<file path="src/rtl/gpio_irq_pkg.sv">
package gpio_irq_pkg;
  localparam int ADDR_W    = 8;
  localparam int PORT_STEP = 4;

  localparam logic [ADDR_W-1:0] OFS_DATA = 8'h00;
  localparam logic [ADDR_W-1:0] OFS_DIR  = 8'h10;
  localparam logic [ADDR_W-1:0] OFS_MODE = 8'h20;
  localparam logic [ADDR_W-1:0] OFS_POL  = 8'h28;
  localparam logic [ADDR_W-1:0] OFS_EN   = 8'h30;
  localparam logic [ADDR_W-1:0] OFS_STAT = 8'h38;
  localparam logic [ADDR_W-1:0] OFS_ACK  = 8'h40;

  function automatic logic [ADDR_W-1:0] reg_addr(logic [ADDR_W-1:0] base, int port);
    return base + ADDR_W'(port * PORT_STEP);
  endfunction
endpackage

</file>
<file path="src/rtl/gpio_sync.sv">
module gpio_sync #(
  parameter int W = 16
) (
  input  logic         clk_i,
  input  logic         rst_ni,
  input  logic [W-1:0] d_i,
  output logic [W-1:0] q_o
);
  logic [W-1:0] meta_q, sync_q;

  always_ff @(posedge clk_i or negedge rst_ni) begin
    if (!rst_ni) begin
      meta_q <= '0;
      sync_q <= '0;
    end else begin
      meta_q <= d_i;
      sync_q <= meta_q;
    end
  end

  assign q_o = sync_q;
endmodule

</file>
<file path="src/rtl/gpio_port.sv">
module gpio_port #(
  parameter int W = 8
) (
  input  logic         clk_i,
  input  logic         rst_ni,
  input  logic [W-1:0] pin_i,
  input  logic         we_data_i,
  input  logic         we_dir_i,
  input  logic         we_mode_i,
  input  logic         we_pol_i,
  input  logic         we_en_i,
  input  logic         we_ack_i,
  input  logic [W-1:0] wdata_i,
  output logic [W-1:0] out_o,
  output logic [W-1:0] dir_o,
  output logic [W-1:0] mode_o,
  output logic [W-1:0] pol_o,
  output logic [W-1:0] en_o,
  output logic [W-1:0] rd_data_o,
  output logic [W-1:0] stat_o
);
  logic [W-1:0] out_q, dir_q, mode_q, pol_q, en_q, pin_d, edge_q;
  logic [W-1:0] mode_n, en_n, keep, ev, ack_m, lvl_hit;

  always_comb begin
    mode_n  = we_mode_i ? wdata_i : mode_q;
    en_n    = we_en_i   ? wdata_i : en_q;
    keep    = mode_n & en_n;
    ev      = (pol_q & pin_i & ~pin_d) | (~pol_q & ~pin_i & pin_d);
    ack_m   = we_ack_i ? wdata_i : '0;
    lvl_hit = ~(pin_i ^ pol_q);
  end

  always_ff @(posedge clk_i or negedge rst_ni) begin
    if (!rst_ni) begin
      out_q  <= '0;
      dir_q  <= '0;
      mode_q <= '0;
      pol_q  <= '0;
      en_q   <= '0;
      pin_d  <= '0;
      edge_q <= '0;
    end else begin
      if (we_data_i) out_q <= (out_q & ~dir_q) | (wdata_i & dir_q);
      if (we_dir_i)  dir_q <= wdata_i;
      if (we_pol_i)  pol_q <= wdata_i;
      mode_q <= mode_n;
      en_q   <= en_n;
      pin_d  <= pin_i;
      // a new edge beats an acknowledge in the same cycle
      edge_q <= keep & (ev | (edge_q & ~ack_m));
    end
  end

  assign out_o     = out_q;
  assign dir_o     = dir_q;
  assign mode_o    = mode_q;
  assign pol_o     = pol_q;
  assign en_o      = en_q;
  assign rd_data_o = (dir_q & out_q) | (~dir_q & pin_i);
  assign stat_o    = en_q & ((mode_q & edge_q) | (~mode_q & lvl_hit));


  dir_hold_chk: assert property (@(posedge clk_i) disable iff (!rst_ni)
    !we_dir_i |=> $stable(dir_q));


  data_hold_chk: assert property (@(posedge clk_i) disable iff (!rst_ni)
    !we_data_i |=> $stable(out_q));


  edge_hold_chk: assert property (@(posedge clk_i) disable iff (!rst_ni)
    rst_ni |=> (($past(edge_q) & ~$past(ack_m) & en_q & mode_q & ~edge_q) == '0));


  edge_origin_chk: assert property (@(posedge clk_i) disable iff (!rst_ni)
    rst_ni |=> ((edge_q & ~$past(edge_q) & ~$past(ev)) == '0));
endmodule

</file>
<file path="src/rtl/gpio_irq_ctrl.sv">
module gpio_irq_ctrl
  import gpio_irq_pkg::*;
#(
  parameter int PORT_W = 8,
  parameter int NPORTS = 2,
  localparam int LINES = PORT_W * NPORTS
) (
  input  logic              clk_i,
  input  logic              rst_ni,
  input  logic              wr_en_i,
  input  logic [ADDR_W-1:0] addr_i,
  input  logic [PORT_W-1:0] wdata_i,
  output logic [PORT_W-1:0] rdata_o,
  input  logic [LINES-1:0]  pad_i,
  output logic [LINES-1:0]  pad_o,
  output logic [LINES-1:0]  pad_oe_o,
  output logic              irq_o
);
  logic [LINES-1:0] pin_s;
  logic [PORT_W-1:0] dir_w [NPORTS];
  logic [PORT_W-1:0] mode_w[NPORTS];
  logic [PORT_W-1:0] pol_w [NPORTS];
  logic [PORT_W-1:0] en_w  [NPORTS];
  logic [PORT_W-1:0] rd_w  [NPORTS];
  logic [PORT_W-1:0] stat_w[NPORTS];
  logic [NPORTS-1:0] port_irq;

  gpio_sync #(.W(LINES)) u_sync (
    .clk_i (clk_i),
    .rst_ni(rst_ni),
    .d_i   (pad_i),
    .q_o   (pin_s)
  );

  for (genvar p = 0; p < NPORTS; p++) begin : g_port
    logic [PORT_W-1:0] out_p;

    gpio_port #(.W(PORT_W)) u_port (
      .clk_i    (clk_i),
      .rst_ni   (rst_ni),
      .pin_i    (pin_s[p*PORT_W +: PORT_W]),
      .we_data_i(wr_en_i && addr_i == reg_addr(OFS_DATA, p)),
      .we_dir_i (wr_en_i && addr_i == reg_addr(OFS_DIR,  p)),
      .we_mode_i(wr_en_i && addr_i == reg_addr(OFS_MODE, p)),
      .we_pol_i (wr_en_i && addr_i == reg_addr(OFS_POL,  p)),
      .we_en_i  (wr_en_i && addr_i == reg_addr(OFS_EN,   p)),
      .we_ack_i (wr_en_i && addr_i == reg_addr(OFS_ACK,  p)),
      .wdata_i  (wdata_i),
      .out_o    (out_p),
      .dir_o    (dir_w[p]),
      .mode_o   (mode_w[p]),
      .pol_o    (pol_w[p]),
      .en_o     (en_w[p]),
      .rd_data_o(rd_w[p]),
      .stat_o   (stat_w[p])
    );

    assign pad_o   [p*PORT_W +: PORT_W] = out_p;
    assign pad_oe_o[p*PORT_W +: PORT_W] = dir_w[p];
    assign port_irq[p] = |stat_w[p];
  end

  always_comb begin
    rdata_o = '0;
    for (int p = 0; p < NPORTS; p++) begin
      if (addr_i == reg_addr(OFS_DATA, p)) rdata_o = rd_w[p];
      if (addr_i == reg_addr(OFS_DIR,  p)) rdata_o = dir_w[p];
      if (addr_i == reg_addr(OFS_MODE, p)) rdata_o = mode_w[p];
      if (addr_i == reg_addr(OFS_POL,  p)) rdata_o = pol_w[p];
      if (addr_i == reg_addr(OFS_EN,   p)) rdata_o = en_w[p];
      if (addr_i == reg_addr(OFS_STAT, p)) rdata_o = stat_w[p];
    end
  end

  assign irq_o = |port_irq;


  reset_quiet_chk: assert property (@(posedge clk_i)
    !rst_ni |-> (!irq_o && pad_oe_o == '0));
endmodule

</file>
<file path="config.mk">
export PLATFORM = sky130hd
export DESIGN_NAME = gpio_irq_ctrl
export DESIGN_NICKNAME = d
export VERILOG_FILES = /design/src/rtl/gpio_irq_pkg.sv /design/src/rtl/gpio_sync.sv /design/src/rtl/gpio_port.sv /design/src/rtl/gpio_irq_ctrl.sv
export SDC_FILE = /design/constraint.sdc
export NUM_CORES = 1
export LEC_CHECK = 0
export BUFFER_PORTS_ARGS = -buffer_cell sky130_fd_sc_hd__buf_2
export CAP_MARGIN = 20
export CORE_MARGIN = 10
export CORE_UTILIZATION = 38
export DETAILED_ROUTE_END_ITERATION = 7
export MAX_ROUTING_LAYER = met4
export PLACE_DENSITY = 0.6
export RECOVER_POWER = 25
export REMOVE_ABC_BUFFERS = 1
export SYNTH_ARGS = -nofsm -noshare
export SYNTH_HDL_FRONTEND = slang
export SYNTH_SLANG_ARGS = --single-unit
</file>
<file path="constraint.sdc">
create_clock -name clk_i -period 1.9 [get_ports clk_i]
set_input_delay 0.095 -clock clk_i [delete_from_list [all_inputs] [get_ports clk_i]]
set_output_delay 0.095 -clock clk_i [all_outputs]
set_load 0.01 [all_outputs]
</file>
==> run metrics, run 1 <==
PwrDens=between 800 and 900 mW/mm²; post-synthesis register bit count=144; Die W=between 150 and 200 µm; Setup-failing EPs final=9; Peak Freq=between 0.4 and 0.5 GHz; GR Util All Layers=approximately a fifth; Clock Latency Late Sink=0.43 ns; Worst Max-Slew Pin Slew=1.16 ns; critical path endpoint category=output port; pin count of the biggest net entering global routing=58; Final Cycle Share=116%; Synth Flop Type=dfrtp_1; count of different cell masters after synthesis=62; RSZ-0062 raised after global routing=true; DP Cell Count=1,095; Hold Vio Cnt, Final=0; cell area after layout=between 0.009 and 0.01 mm²; critical setup path kind=register to output port; Comb power frac=~11%; DP Worst Slack=-0.199 ns; Detailed Routing Iterations Pass 1=5; Starting Density=between 30% and 40%; final std cells w/o fill=approximately 1,200; syn_area_per_cell=slightly below 10 µm²; Detailed Place HPWL=16,200 µm; Post-synth EDFFs=0; vias in the first global route=between 6,000 and 7,000; clock buffer depth=2; switch share=around a quarter; Root Buffer=clkbuf_16; IO Count=76; crit-path leading delay family=compound AO/OA/AOI/OAI gates; commonest non-fill, non-tap cell in the layout=dfrtp_1; P_int=between 0.006 and 0.007 W; register area=about 0.0036 mm²; crit path launch type=register; Layout area overhead=36.0%; CP Data Required Time=roughly 1.8 ns; sequential share of the synthesized area=about 50%; failing checks=negative setup slack; WP data arrival=~2.1 ns; fillcell total=1,694; share of layout cells above drive strength 1=approximately a third; commonest cells after routing, fill and taps aside=dfrtp_1, buf_4, nand2_1; net switching power=0.00189 W; worst-path cell chain=inv_2, ha_4, or2_4, a31oi_4, o21ai_1, a21oi_1, o22a_1, buf_6; gr ovfl total=0; vias per cell=about 5.3; synth warn=0; Rel. slew slack=~22%; crit-path max FO=3; Pleak=~4.6 nW; RD Place Congestion=~0.93; R2R Path Start=u_sync.q_o[14]; Hold Startpoint=wdata_i[5]; Post-Route Utilization=52.6%; synthesized area=slightly above 0.007 mm²; DR vias=between 6,000 and 7,000; Post-DP Area=roughly 0.0085 mm²; Clock transition at path regs=0.06 ns; Final Max Tran Viols=0; H-tree levels=4; slowest CP cell=dfrtp_1; first-pass GRT wire length=around 36,000 µm; biggest cell delay along the critical path=between 0.4 and 0.5 ns; Clock power frac=between 40% and 50%; Placement Rows=50; Die ar.=approximately 0.025 mm²; asr flop ratio synth=100%; remaining antenna violation count=0; Num CTS Buffers=17; Clock Sinks=~140; crit path time final=between 2 and 2.5 ns; status=finished, violations left; final setup TNS=-1.55 ns; DIE HEIGHT=about 160 µm; CTS tree=built; Nets=986; Critical Path Start=u_sync.q_o[3]; max cap viols=0; I/O Buffers=75; final worst setup slack=-0.300 ns; Max VDD drop=between 0.6 and 0.7 mV; DR iter-0 viols=427; Wirelength per Cell=roughly 19 µm; core area=0.0187 mm²; number of remaining DRC errors=0; register share of total power=between 40% and 50%; Clock Skew=0.00544 ns; antenna violations before repair=0; Buf+Inv Stages, Crit Path=2; n_diodes=0; Mapped Cells=roughly 730; worst hold path type=primary input to register; routed wire length=approximately 22,000 µm; Multi-input gate area=0.00362 mm²
## cell families (layout without fill, tap and decap cells)
| family | after synthesis | after routing | share of synthesized area (%) |
|---|---|---|---|
| buf+inv | 82 | 281 | 4.58 |
| fa+ha+maj | 32 | 32 | 5.53 |
| mux | 52 | 52 | 7.81 |
| flops | 144 | 144 | 49.8 |
| simple gates | 218 | 218 | 15.0 |
| compound gates | 203 | 203 | 17.3 |
## power groups by stage
stage                     Sequential, W  Combinational [W]  Clock (W)
after CTS                       0.00330           0.000850    0.00388
after floorplan                 0.00334           0.000300          0
after global routing            0.00332           0.000976    0.00401
final                           0.00330           0.000881    0.00381
after global placement          0.00335           0.000725          0
after detailed placement        0.00335           0.000732          0
## final cells by class
class / count / area share, %
Clock buffer: 19 / 4.60
Clock inverter: 11 / 2.15
Inverter: 48 / 1.83
Multi-Input combinational cell: 505 / 36.8
Sequential cell: 144 / 36.6
Tap cell: 234 / 2.97
Timing Repair Buffer: 203 / 15.0
## metrics by stage
stage / total power [W] / hold WS [ns]
after floorplan: 0.00364 / -0.201
after global placement: 0.00407 / 0.0512
after detailed placement: 0.00408 / 0.0573
after CTS: 0.00803 / 0.00133
after global routing: 0.00831 / 0.0293
final: 0.00799 / 0.0117
## cell usage after synthesis, types with 13 or more instances
library cell | instances | area [µm²]
o22ai_1 | 15 | 93.8
a21oi_1 | 37 | 185
nor2b_1 | 19 | 119
nor2_1 | 35 | 131
o21ai_0 | 89 | 445
inv_1 | 48 | 180
clkbuf_1 | 18 | 67.6
mux2i_1 | 16 | 160
nand2_1 | 101 | 379
a221oi_1 | 13 | 114
buf_2 | 13 | 65.1
dfrtp_1 | 144 | 3600
mux2_2 | 31 | 349
ha_1 | 32 | 400
## final timing paths
kind	slack (ns)	end	depth (start not counted)
min in group asynchronous	0.44	g_port[1].u_port.edge_q[0]	2
worst max register to register	0.37	g_port[1].u_port.edge_q[6]	7
worst max-delay path	-0.30	rdata_o[3]	8
max in group asynchronous	0.58	u_sync.q_o[4]	3
worst min register to register	0.35	u_sync.q_o[1]	0
worst min-delay path	0.01	g_port[1].u_port.pol_o[5]	3
## per-layer routing
metal,GRT usage [%],up-vias,wire length [µm]
met3,3.47,28,1140
li1,-,2947,-
met1,25.4,2983,10100
met4,5.65,0,429
met2,29.7,170,10700
met5,-,-,0
## tightest hold or removal path, delay by kind of cell
family	cells	cell delay (ns)
buffers and inverters	1	0.16
and+or+nand+nor	1	0.07
AOI/OAI and AO/OA	1	0.07
## repair_timing
| item | in CTS | in global routing |
|---|---|---|
| pin swaps | 30 | 19 |
| endpoints found under the setup margin | 9 | 9 |
| resized for setup | 65 | 16 |
| hold buffers | 18 | 0 |
| endpoints found under the hold margin | 65 | 0 |
| setup buffers | 16 | 5 |
Power figures use the tool's default switching activity.
==> run 2, diff against run 1 <==
--- a/config.mk
+++ b/config.mk
@@ -12,7 +12,7 @@
 export DETAILED_ROUTE_END_ITERATION = 7
 export MAX_ROUTING_LAYER = met4
 export PLACE_DENSITY = 0.6
-export RECOVER_POWER = 25
+export RECOVER_POWER = 50
 export REMOVE_ABC_BUFFERS = 1
 export SYNTH_ARGS = -nofsm -noshare
 export SYNTH_HDL_FRONTEND = slang
==> run 2 against run 1 <==
  * Largest cell class unchanged
  * Fmax is 0.33% lower
  * Global-route usage did not move
  * Register-to-register slack barely moved
  * Sequential power is essentially flat
  * Via count rose by 0.11%
  * The flow still finishes with violations (negative setup slack)
  * Clock power about the same
==> run metrics, run 2 (synthesis results as in run 1) <==
status=finished, violations left; failing checks=negative setup slack; commonest cells after routing, fill and taps aside=dfrtp_1, nand2_1, buf_4; antenna violations before repair=0; GR Util All Layers=19.2%; max cap viols=0; Fin Hold WS=between 0.01 and 0.015 ns; final worst setup slack=-0.308 ns; RD Place Congestion=a little over 0.9; Max VDD drop=approximately 0.6 mV; crit-path max FO=3; Setup-failing EPs final=9; R2R Setup Slk=0.36 ns; vias in the first global route=6,285; pin count of the biggest net entering global routing=between 50 and 60; CTS tree=built; gr ovfl total=0; Final Max Tran Viols=0; crit path time final=about 2.2 ns; final setup TNS=-1.62 ns; PwrDens=slightly above 800 mW/mm²; vias per cell=between 5 and 6; Post-Route Utilization=~52%; path depth of the worst reg2reg path=7; Rel. slew slack=27.3%; Clock Latency Late Sink=0.43 ns; RSZ-0062 raised after global routing=true; share of layout cells above drive strength 1=33.7%; Pleak=between 4 and 5 nW; final std cells w/o fill=approximately 1,200; I/O Buffers=75; Peak Freq=0.453 GHz; critical path endpoint category=output port; Clock transition at path regs=approximately 0.060 ns; Wirelength per Cell=approximately 19 µm; crit path launch type=register; H-tree levels=4; Hold Startpoint=wdata_i[0]; Worst Max-Slew Pin Slew=1.09 ns; R2R Path Start=u_sync.q_o[14]; critical setup path kind=register to output port; Clock Sinks=between 100 and 150; n_diodes=0; worst hold path type=primary input to register; first-pass GRT wire length=around 36,000 µm; Detailed Place HPWL=approximately 16,000 µm; Die ar.=around 0.025 mm²; WP data arrival=roughly 2.1 ns; Num CTS Buffers=17; Nets=about 1,000; Final Cycle Share=116%; DR iter-0 viols=447; routed wire length=22,300 µm; worst r2r dst=g_port[1].u_port.edge_q[6]; DR vias=a little over 6,000; Starting Density=38.7%; DP Cell Count=roughly 1,100; commonest non-fill, non-tap cell in the layout=dfrtp_1; Hold Vio Cnt, Final=0; DP Worst Slack=-0.199 ns; remaining antenna violation count=0; Layout area overhead=35.5%; Root Buffer=clkbuf_16; Placement Rows=50; Detailed Routing Iterations Pass 1=5; Die W=between 150 and 200 µm; number of remaining DRC errors=0; CP Data Required Time=1.80 ns; DIE HEIGHT=~160 µm; hold worst-path end=g_port[1].u_port.pol_o[0]; IO Count=76; Clock Skew=0.00577 ns; core area=approximately 0.019 mm²; Hold Path Stages=3; clock buffer depth=2
-- run 2: cell count changes in the layout (fill, tap and decap cells not counted) --
cell      before  now
buf_12         7    5
clkbuf_4       1    6
buf_4        102   93
clkbuf_1       0    5
buf_6          2    3
-- run 2: metrics by stage --
step / power, W / area (µm²)
detailed placement: 0.00408 / 8520
floorplan: 0.00364 / 7090
global route: 0.00830 / 9810
global placement: 0.00407 / 8520
CTS: 0.00803 / 9730
finish: 0.00798 / 9810
-- run 2: metal layers --
layer,part of all wire (%),GRT usage [%],vias to the layer above
met1,46,25.4,2993
li1,-,-,2951
met5,0,-,-
met2,47,29.7,162
met3,5.0,3.47,29
met4,1.9,5.65,0
-- run 2: worst max path at each step --
stage	depth (start not counted)	from	slack [ns]	endpoint
6_report	8	u_sync.q_o[3]	-0.31	rdata_o[3]
3_5_place_dp	8	addr_i[4]	-0.20	rdata_o[5]
4_1_cts	8	u_sync.q_o[3]	-0.32	rdata_o[3]
5_1_grt	8	u_sync.q_o[3]	-0.39	irq_o
3_3_place_gp	8	addr_i[4]	-0.20	rdata_o[5]
2_1_floorplan	3	addr_i[7]	-0.15	g_port[1].u_port.mode_o[0]
-- run 2: worst max-delay path, cell delays in order (launching register included) --
cell and delay [ns]:
dfrtp_1 0.41, inv_2 0.10, ha_4 0.20, or2_4 0.24
a31oi_4 0.17, o21ai_1 0.07, a21oi_1 0.15, o22a_1 0.22
buf_6 0.13
-- run 2: what timing repair did --
action | 4_1_cts | 5_1_grt
pin swaps | 30 | 19
endpoints found under the setup margin | 9 | 9
setup buffers | 16 | 5
hold endpoints to repair | 65 | 0
gates resized for setup | 65 | 16
hold buffers | 18 | 0
-- run 2: cell type report --
cell class	instances	area, µm²
fill	1701	8900
tap	234	293
timing repair buffer	203	1440
clock inverter	11	211
inverter	48	180
clock buffer	19	453
sequential	144	3600
multi-input combinational	505	3620
-- run 2: where the power goes --
part / total (W) / internal [W] / leakage, nW / switching, W
clock network: 0.00380 / 0.00251 / 0.325 / 0.00129
registers: 0.00330 / 0.00319 / 1.83 / 0.000109
logic: 0.000869 / 0.000388 / 2.39 / 0.000481
total: 0.00798 / 0.00609 / 4.55 / 0.00188
